`config.mk`:
```
export PLATFORM = sky130hd
export DESIGN_NAME = capmatch_timer
export DESIGN_NICKNAME = d
export VERILOG_FILES = /design/src/rtl/tmr_pkg.sv /design/src/rtl/tmr_counter.sv /design/src/rtl/tmr_match_chan.sv /design/src/rtl/tmr_capture_chan.sv /design/src/rtl/capmatch_timer.sv
export SDC_FILE = /design/constraint.sdc
export NUM_CORES = 1
export LEC_CHECK = 0
export CORE_AREA = 2 2 227 229
export CTS_BUF_LIST = sky130_fd_sc_hd__clkbuf_8
export DETAILED_ROUTE_END_ITERATION = 12
export DIE_AREA = 0 0 229 231
export DONT_BUFFER_PORTS = 1
export GPL_TIMING_DRIVEN = 0
export PLACE_DENSITY_LB_ADDON = 0.05
export SLEW_MARGIN = 20
export SYNTH_ARGS = -nofsm -noshare
export SYNTH_HDL_FRONTEND = slang
export SYNTH_SLANG_ARGS = --single-unit
export TNS_END_PERCENT = 5
```
`constraint.sdc`:
```
create_clock -name clk -period 6.5 [get_ports clk]
set_clock_uncertainty 0.05 [all_clocks]
set_input_delay 0.325 -clock clk [delete_from_list [all_inputs] [get_ports clk]]
set_output_delay 0.325 -clock clk [all_outputs]
set_load 0.02 [all_outputs]
```
`src/rtl/tmr_pkg.sv`:
```
// Shared definitions for the capture/match timer: register word map and
// compare output action codes. Assumes a 4-bit word address.
package tmr_pkg;
    localparam int ADDR_W = 4;

    typedef enum logic [3:0] {
        REG_CTRL   = 4'd0,
        REG_PRE    = 4'd1,
        REG_PCNT   = 4'd2,
        REG_TCNT   = 4'd3,
        REG_MCTRL  = 4'd4,
        REG_OCTRL  = 4'd5,
        REG_CCTRL  = 4'd6,
        REG_ISTAT  = 4'd7
    } reg_addr_e;

    typedef enum logic [1:0] {
        ACT_NONE   = 2'b00,
        ACT_LOW    = 2'b01,
        ACT_HIGH   = 2'b10,
        ACT_TOGGLE = 2'b11
    } match_act_e;
endpackage

```
`src/rtl/tmr_counter.sv`:
```
// Prescale counter and timer counter pair. The prescaler wraps when it reaches
// the programmed value and then issues a one-cycle tick to the timer counter.
// Assumes the restart and stop requests are only meaningful in tick cycles.
module tmr_counter #(
    parameter int W = 32
) (
    input  logic         clk,
    input  logic         rst_n,
    input  logic         run,
    input  logic         pause,
    input  logic         clr,
    input  logic [W-1:0] prescale,
    input  logic         restart,
    input  logic         hold,
    output logic         tick,
    output logic [W-1:0] pcnt,
    output logic [W-1:0] tcnt
);
    logic live;

    // Counting is allowed only when enabled, not paused and not cleared.
    always_comb begin
        live = run && !pause && !clr;
        tick = live && (pcnt >= prescale);
    end

    // Advance the prescaler and, on each wrap, the timer count.
    always_ff @(posedge clk) begin
        if (!rst_n || clr) begin
            pcnt <= '0;
            tcnt <= '0;
        end else if (live) begin
            if (tick) begin
                pcnt <= '0;
                if (restart)
                    tcnt <= '0;
                else if (!hold)
                    tcnt <= tcnt + 1'b1;
            end else begin
                pcnt <= pcnt + 1'b1;
            end
        end
    end

    AST_PC_WRAP: assert property (@(posedge clk) disable iff (!rst_n)
        tick |=> pcnt == '0);
    AST_PAUSE_HOLD: assert property (@(posedge clk) disable iff (!rst_n)
        (pause && !clr) |=> ($stable(pcnt) && $stable(tcnt)));
    AST_CLR_ZERO: assert property (@(posedge clk) disable iff (!rst_n)
        clr |=> (pcnt == '0 && tcnt == '0));
    AST_RESTART_ZERO: assert property (@(posedge clk) disable iff (!rst_n)
        (tick && restart) |=> tcnt == '0);
endmodule

```
`src/rtl/tmr_match_chan.sv`:
```
// One compare channel: flags an event when the timer is about to advance
// while equal to the compare value, and applies the selected pin action.
module tmr_match_chan #(
    parameter int W = 32
) (
    input  logic         clk,
    input  logic         rst_n,
    input  logic         tick,
    input  logic [W-1:0] tcnt,
    input  logic [W-1:0] cmp_val,
    input  logic [1:0]   act,
    output logic         evt,
    output logic         pin
);
    import tmr_pkg::*;

    // A hit counts only in a prescale-wrap cycle.
    always_comb evt = tick && (tcnt == cmp_val);

    // Apply the selected action to the output pin on each hit.
    always_ff @(posedge clk) begin
        if (!rst_n) begin
            pin <= 1'b0;
        end else if (evt) begin
            case (match_act_e'(act))
                ACT_LOW:    pin <= 1'b0;
                ACT_HIGH:   pin <= 1'b1;
                ACT_TOGGLE: pin <= ~pin;
                default:    pin <= pin;
            endcase
        end
    end

    AST_TOGGLE_FLIPS: assert property (@(posedge clk) disable iff (!rst_n)
        (evt && act == 2'b11) |=> pin != $past(pin));
    AST_NONE_KEEPS: assert property (@(posedge clk) disable iff (!rst_n)
        (act == 2'b00) |=> $stable(pin));
endmodule

```
`src/rtl/tmr_capture_chan.sv`:
```
// One capture channel: two-flop synchroniser, edge detector with separate
// rising/falling enables, and a capture register that takes the timer count.
// Assumes cap_in is asynchronous to clk.
module tmr_capture_chan #(
    parameter int W = 32
) (
    input  logic         clk,
    input  logic         rst_n,
    input  logic         cap_in,
    input  logic         rise_en,
    input  logic         fall_en,
    input  logic [W-1:0] tcnt,
    output logic         evt,
    output logic [W-1:0] cap_val
);
    logic sync1, sync2, prev;

    // Synchronise the pin and keep one cycle of history for edge detection.
    always_ff @(posedge clk) begin
        if (!rst_n) begin
            sync1 <= 1'b0;
            sync2 <= 1'b0;
            prev  <= 1'b0;
        end else begin
            sync1 <= cap_in;
            sync2 <= sync1;
            prev  <= sync2;
        end
    end

    // Qualify the detected edge with its enable.
    always_comb evt = (rise_en && sync2 && !prev) || (fall_en && !sync2 && prev);

    // Store the timer count on a qualified edge.
    always_ff @(posedge clk) begin
        if (!rst_n)
            cap_val <= '0;
        else if (evt)
            cap_val <= tcnt;
    end

    AST_CAP_LOAD: assert property (@(posedge clk) disable iff (!rst_n)
        evt |=> cap_val == $past(tcnt));
    AST_CAP_QUIET: assert property (@(posedge clk) disable iff (!rst_n)
        !evt |=> $stable(cap_val));
endmodule

```
`src/rtl/capmatch_timer.sv`:
```
// Top of the capture/match timer: holds the software registers, combines
// channel events into counter control and interrupt flags, and muxes reads.
// Assumes single-cycle register writes and combinational reads.
module capmatch_timer #(
    parameter int CNT_W     = 32,
    parameter int NUM_MATCH = 4,
    parameter int NUM_CAP   = 4
) (
    input  logic                      clk,
    input  logic                      rst_n,
    input  logic                      pause_i,
    input  logic [NUM_CAP-1:0]        cap_i,
    input  logic                      bus_wr,
    input  logic [tmr_pkg::ADDR_W-1:0] bus_addr,
    input  logic [CNT_W-1:0]          bus_wdata,
    output logic [CNT_W-1:0]          bus_rdata,
    output logic [NUM_MATCH-1:0]      match_o,
    output logic                      irq_o
);
    import tmr_pkg::*;

    localparam int NFLAG = NUM_MATCH + NUM_CAP;

    logic                 en_q, clr_q;
    logic [CNT_W-1:0]     pre_q;
    logic [NUM_MATCH-1:0] m_irq_en, m_rst_en, m_stop_en;
    logic [2*NUM_MATCH-1:0] act_q;
    logic [NUM_CAP-1:0]   c_rise_en, c_fall_en, c_irq_en;
    logic [NFLAG-1:0]     istat;
    logic [CNT_W-1:0]     cmp_q [NUM_MATCH];
    logic [CNT_W-1:0]     cap_q [NUM_CAP];

    logic                 tick;
    logic [CNT_W-1:0]     pcnt, tcnt;
    logic [NUM_MATCH-1:0] m_evt;
    logic [NUM_CAP-1:0]   c_evt;
    logic                 any_rst, any_stop;
    logic                 wr_ctrl, wr_istat;

    // Decode the writes that need more than a one-line load.
    always_comb begin
        wr_ctrl  = bus_wr && bus_addr == REG_CTRL;
        wr_istat = bus_wr && bus_addr == REG_ISTAT;
        any_rst  = |(m_evt & m_rst_en);
        any_stop = |(m_evt & m_stop_en);
    end

    tmr_counter #(.W(CNT_W)) u_cnt (
        .clk(clk), .rst_n(rst_n), .run(en_q), .pause(pause_i), .clr(clr_q),
        .prescale(pre_q), .restart(any_rst), .hold(any_stop),
        .tick(tick), .pcnt(pcnt), .tcnt(tcnt)
    );

    for (genvar i = 0; i < NUM_MATCH; i++) begin : g_match
        tmr_match_chan #(.W(CNT_W)) u_m (
            .clk(clk), .rst_n(rst_n), .tick(tick), .tcnt(tcnt),
            .cmp_val(cmp_q[i]), .act(act_q[2*i+1:2*i]),
            .evt(m_evt[i]), .pin(match_o[i])
        );
    end

    for (genvar i = 0; i < NUM_CAP; i++) begin : g_cap
        tmr_capture_chan #(.W(CNT_W)) u_c (
            .clk(clk), .rst_n(rst_n), .cap_in(cap_i[i]),
            .rise_en(c_rise_en[i]), .fall_en(c_fall_en[i]), .tcnt(tcnt),
            .evt(c_evt[i]), .cap_val(cap_q[i])
        );
    end

    // Control word: software loads it; stop-on-compare then clears the enable.
    always_ff @(posedge clk) begin
        if (!rst_n) begin
            en_q  <= 1'b0;
            clr_q <= 1'b0;
        end else begin
            if (wr_ctrl) begin
                en_q  <= bus_wdata[0];
                clr_q <= bus_wdata[1];
            end
            if (any_stop)
                en_q <= 1'b0;
        end
    end

    // Configuration registers written by software.
    always_ff @(posedge clk) begin
        if (!rst_n) begin
            pre_q     <= '0;
            m_irq_en  <= '0;
            m_rst_en  <= '0;
            m_stop_en <= '0;
            act_q     <= '0;
            c_rise_en <= '0;
            c_fall_en <= '0;
            c_irq_en  <= '0;
            for (int i = 0; i < NUM_MATCH; i++) cmp_q[i] <= '0;
        end else if (bus_wr) begin
            if (bus_addr == REG_PRE) pre_q <= bus_wdata;
            if (bus_addr == REG_OCTRL) act_q <= bus_wdata[2*NUM_MATCH-1:0];
            if (bus_addr == REG_MCTRL) begin
                for (int i = 0; i < NUM_MATCH; i++) begin
                    m_irq_en[i]  <= bus_wdata[4*i];
                    m_rst_en[i]  <= bus_wdata[4*i+1];
                    m_stop_en[i] <= bus_wdata[4*i+2];
                end
            end
            if (bus_addr == REG_CCTRL) begin
                for (int i = 0; i < NUM_CAP; i++) begin
                    c_rise_en[i] <= bus_wdata[3*i];
                    c_fall_en[i] <= bus_wdata[3*i+1];
                    c_irq_en[i]  <= bus_wdata[3*i+2];
                end
            end
            for (int i = 0; i < NUM_MATCH; i++)
                if (int'(bus_addr) == 8 + i) cmp_q[i] <= bus_wdata;
        end
    end

    // Sticky flags: new events win over a write-one-to-clear in the same cycle.
    always_ff @(posedge clk) begin
        if (!rst_n)
            istat <= '0;
        else
            istat <= (istat & ~(wr_istat ? bus_wdata[NFLAG-1:0] : {NFLAG{1'b0}}))
                     | {c_evt, m_evt};
    end

    // Interrupt request from enabled flags.
    always_comb irq_o = |(istat & {c_irq_en, m_irq_en});

    // Read multiplexer.
    always_comb begin
        bus_rdata = '0;
        case (bus_addr)
            REG_CTRL:  bus_rdata = CNT_W'({clr_q, en_q});
            REG_PRE:   bus_rdata = pre_q;
            REG_PCNT:  bus_rdata = pcnt;
            REG_TCNT:  bus_rdata = tcnt;
            REG_OCTRL: bus_rdata = CNT_W'(act_q);
            REG_ISTAT: bus_rdata = CNT_W'(istat);
            REG_MCTRL:
                for (int i = 0; i < NUM_MATCH; i++) begin
                    bus_rdata[4*i]   = m_irq_en[i];
                    bus_rdata[4*i+1] = m_rst_en[i];
                    bus_rdata[4*i+2] = m_stop_en[i];
                end
            REG_CCTRL:
                for (int i = 0; i < NUM_CAP; i++) begin
                    bus_rdata[3*i]   = c_rise_en[i];
                    bus_rdata[3*i+1] = c_fall_en[i];
                    bus_rdata[3*i+2] = c_irq_en[i];
                end
            default: begin
                for (int i = 0; i < NUM_MATCH; i++)
                    if (int'(bus_addr) == 8 + i) bus_rdata = cmp_q[i];
                for (int i = 0; i < NUM_CAP; i++)
                    if (int'(bus_addr) == 12 + i) bus_rdata = cap_q[i];
            end
        endcase
    end

    AST_STOP_CLEARS_EN: assert property (@(posedge clk) disable iff (!rst_n)
        any_stop |=> !en_q);
    AST_FLAG_STICKY: assert property (@(posedge clk) disable iff (!rst_n)
        !wr_istat |=> ((istat & $past(istat)) == $past(istat)));
    AST_EVT_FLAGS: assert property (@(posedge clk) disable iff (!rst_n)
        |m_evt |=> ((istat & NFLAG'($past(m_evt))) == NFLAG'($past(m_evt))));
endmodule

```
==> reports/qor.yml <==
worst_hold_path:
  worstHoldPathType: "in2reg"
  hold_depth: 2
synthesis:
  synth_compound_area_frac: 0.171
  avgSynthCellArea_um2: 8.90
  synth_mux_area_frac: 0.00258
  synth_top_family_by_area: "simple AND/OR/NAND/NOR gates"
  synth_edf_count: 128
  syn_area_um2: 19900
  yosysMostFrequentCell: "nand2_1"
  yosysTopAreaCell: "dfxtp_1"
  synth-seq-cells: 410
  netlist_instances: 2239
  yosys.area_share.xor_xnor: 0.0695
  synthArstFlopShare: 0
  synth_top_area_frac: 0.283
  synth_cell_types: 56
  synthSimpleGateAreaFrac: 0.214
  ys_seq_area_frac: 0.476
  synth-adder-area-share: 0.0214
  yosysWarnings: 0
  yosys_most_used_dff: "dfxtp_1"
  synthTopCellsByCount: "449 x nand2_1, 282 x dfxtp_1, 235 x a21oi_1"
  yosys-top-cells-area: "dfxtp_1 28%, edfxtp_1 19%, nand2_1 8.5%, xnor2_1 6.0%, a21oi_1 5.9%"
  syn_nets: 2317
power:
  power_uw: 5740
  powerDensity_nw_per_um2: 251
  ir_drop_uv: 192
  leakage_uw: 0.00771
final_layout:
  area_growth_pct: 15.0
  stdcell_count: 3112
  fin_util: 0.452
  fin_area_um2: 22900
  drive_above_1_share: 0.0654
  nets: 2445
clock_tree:
  root_buffer: "clkbuf_8"
  cts_tree: "built"
  cts.sinks: 410
  cts_buffers: 77
  path_clk_slew_ns: 0.07
  insertion_delay_ns: 0.69
  clockBufferDepth: 3
  h-tree-depth: 3
drt:
  drc: 0
  first_pass_iters: 9
  wl_um: 96000
  drt_iter0_drc: 2585
  drtAntennaViolNets: 0
  vias: 18700
  wl_per_cell_um: 30.8
  vias_per_cell: 6.02
global_routing:
  antenna_found_initial: 1
  grt_start_max_net_pins: 22
  grt_use_total: 0.360
  grt_overflow_total: 0
  grt_first_pass_wirelength_um: 134000
  grt_pass1_vias: 17600
critical_path:
  cp.arrival_ns: 4.67
  path_cells: "inv_1 > ha_1 > nand4_1 > or4_1 > a211o_1 > a31o_2 > nand2_1 > clkbuf_1 > nor2_1"
  slowest_delay_ns: 0.81
  path_class: "reg2reg"
  end_kind: "flop"
  crit_required_ns: 6.96
  worstRegToRegCells: 9
  start_kind: "flop"
  slowest_stage: "or4_1"
  crit_fanout: 10
sta:
  post-route-period-util: 0.647
  drv_slew: 0
  worstMarginPinSlew_ns: 1.22
  min_period_ns: 4.20
  setup_viol: 0
  setup_tns_ns: 0
  max_slew_margin: 0.189
  hold_viol: 0
  max_freq_mhz: 238
  grt_setup_unrepaired: "false"
placement:
  finalWeightedCongestion: 1.02
  place_inst: 2927
  dp.final_hpwl_um: 72300
  numPortBuffers: 0
  placed_area_um2: 21000
floorplanning:
  start_util: 0.393
  rows: 83
  die_w_um: 229
  core_area_um2: 50700
  dieArea_um2: 52900
  fp.dieH_um: 231
  num_io_pins: 81
run_status:
  status: "complete, no violations"
flow_run:
  cap_violations: 0
metrics by stage:
stage	hold slack (ns)	worst slack, ns
2_1_floorplan	0.362	3.73
3_3_place_gp	0.365	1.49
3_5_place_dp	0.369	2.27
4_1_cts	0.00445	2.38
5_1_grt	0.0473	2.26
6_report	0.0691	2.30
timing repair:
item                       CTS  global route
hold buffers                41             0
setup endpoints to repair    0             0
resized for setup            0             0
hold endpoints to repair   195             0
setup buffers                0             0
area by class of cell:
cell class                      instances  area [µm²]
Fill cell                            5170       27800
Multi-Input combinational cell       1600        9560
Sequential cell                       410        9490
Clock buffer                           87        1200
Tap cell                              680         851
Buffer                                182         724
Timing Repair Buffer                   49         567
Clock inverter                         55         334
Inverter                               47         176
Antenna cell                            2        5.00
report_power, final:
part / leakage, µW / total (µW) / internal, µW / switching (µW)
combinational: 0.00332 / 408 / 110 / 298
sequential: 0.00350 / 2770 / 2700 / 69.2
clock: 0.000890 / 2560 / 1350 / 1210
total: 0.00771 / 5740 / 4170 / 1570
layout by cell type, fill, tap and decap left out, types with 8 or more instances in the layout:
master,netlist,routed
nand2_1,449,445
dfxtp_1,282,282
a21oi_1,235,235
and2_1,143,143
clkbuf_1,141,141
xnor2_1,137,137
edfxtp_1,128,128
clkbuf_8,0,87
inv_1,47,74
nand3_1,72,72
a221oi_1,69,69
nor2_1,67,67
nand4_1,64,64
a22o_1,63,63
dlygate4sd3_1,0,41
and3_1,38,38
a22oi_1,35,35
ha_1,34,34
a222oi_1,24,24
buf_2,21,21
o21ai_0,21,21
xor2_1,21,21
buf_1,16,16
and4_1,12,12
nor3_1,15,11
nor4_1,11,11
clkinv_2,0,10
a31oi_1,9,9
clkinv_1,0,9
o211ai_1,8,8
or3_1,8,8
flip-flops by register name (all words and copies together), names as in the netlist, 4 cells and up:
signal             count
c_rise_en              4
g_cap.u_c.cap_val    128
g_cap.u_c.sync2        4
c_irq_en               4
m_rst_en               4
g_cap.u_c.sync1        4
cmp_q                128
act_q                  8
m_irq_en               4
u_cnt.tcnt            32
g_cap.u_c.prev         4
pre_q                 32
g_match.u_m.pin        4
u_cnt.pcnt            32
c_fall_en              4
istat                  8
m_stop_en              4
cells by family after synthesis:
logic type               after synthesis
XOR/XNOR                             158
buffers and inverters                229
adder cells (fa/ha/maj)               34
AO/OA/AOI/OAI                        505
AND/OR/NAND/NOR                      898
multiplexers                           5
flip-flops                           410
final timing paths:
| path | start | end | slack, ns |
|---|---|---|---|
| worst max-delay path | pre_q[31] | u_cnt.pcnt[11] | 2.30 |
| worst min-delay path | bus_wr | cmp_q[3][0] | 0.07 |
| worst max register to register | pre_q[31] | u_cnt.pcnt[11] | 2.30 |
| worst min register to register | g_cap[3].u_c.sync1 | g_cap[3].u_c.sync2 | 0.38 |
critical path: cells and delay by family, from the launching register on:
| family | cells | cell delay (ns) |
|---|---|---|
| simple gates | 4 | 1.59 |
| buf+inv | 2 | 0.79 |
| fa+ha+maj | 1 | 0.38 |
| flops | 1 | 0.43 |
| compound gates | 2 | 0.76 |
metal layers:
layer / share of wire / wire length [µm] / up-vias / GRT usage
met4: 0.042 / 3990 / 2 / 0.141
met5: 0.00011 / 11 / - / 0
li1: - / - / 8213 / -
met1: 0.43 / 41200 / 9256 / 0.498
met3: 0.10 / 10000 / 200 / 0.0961
met2: 0.42 / 40800 / 1070 / 0.532
Power figures use the tool's default switching activity.
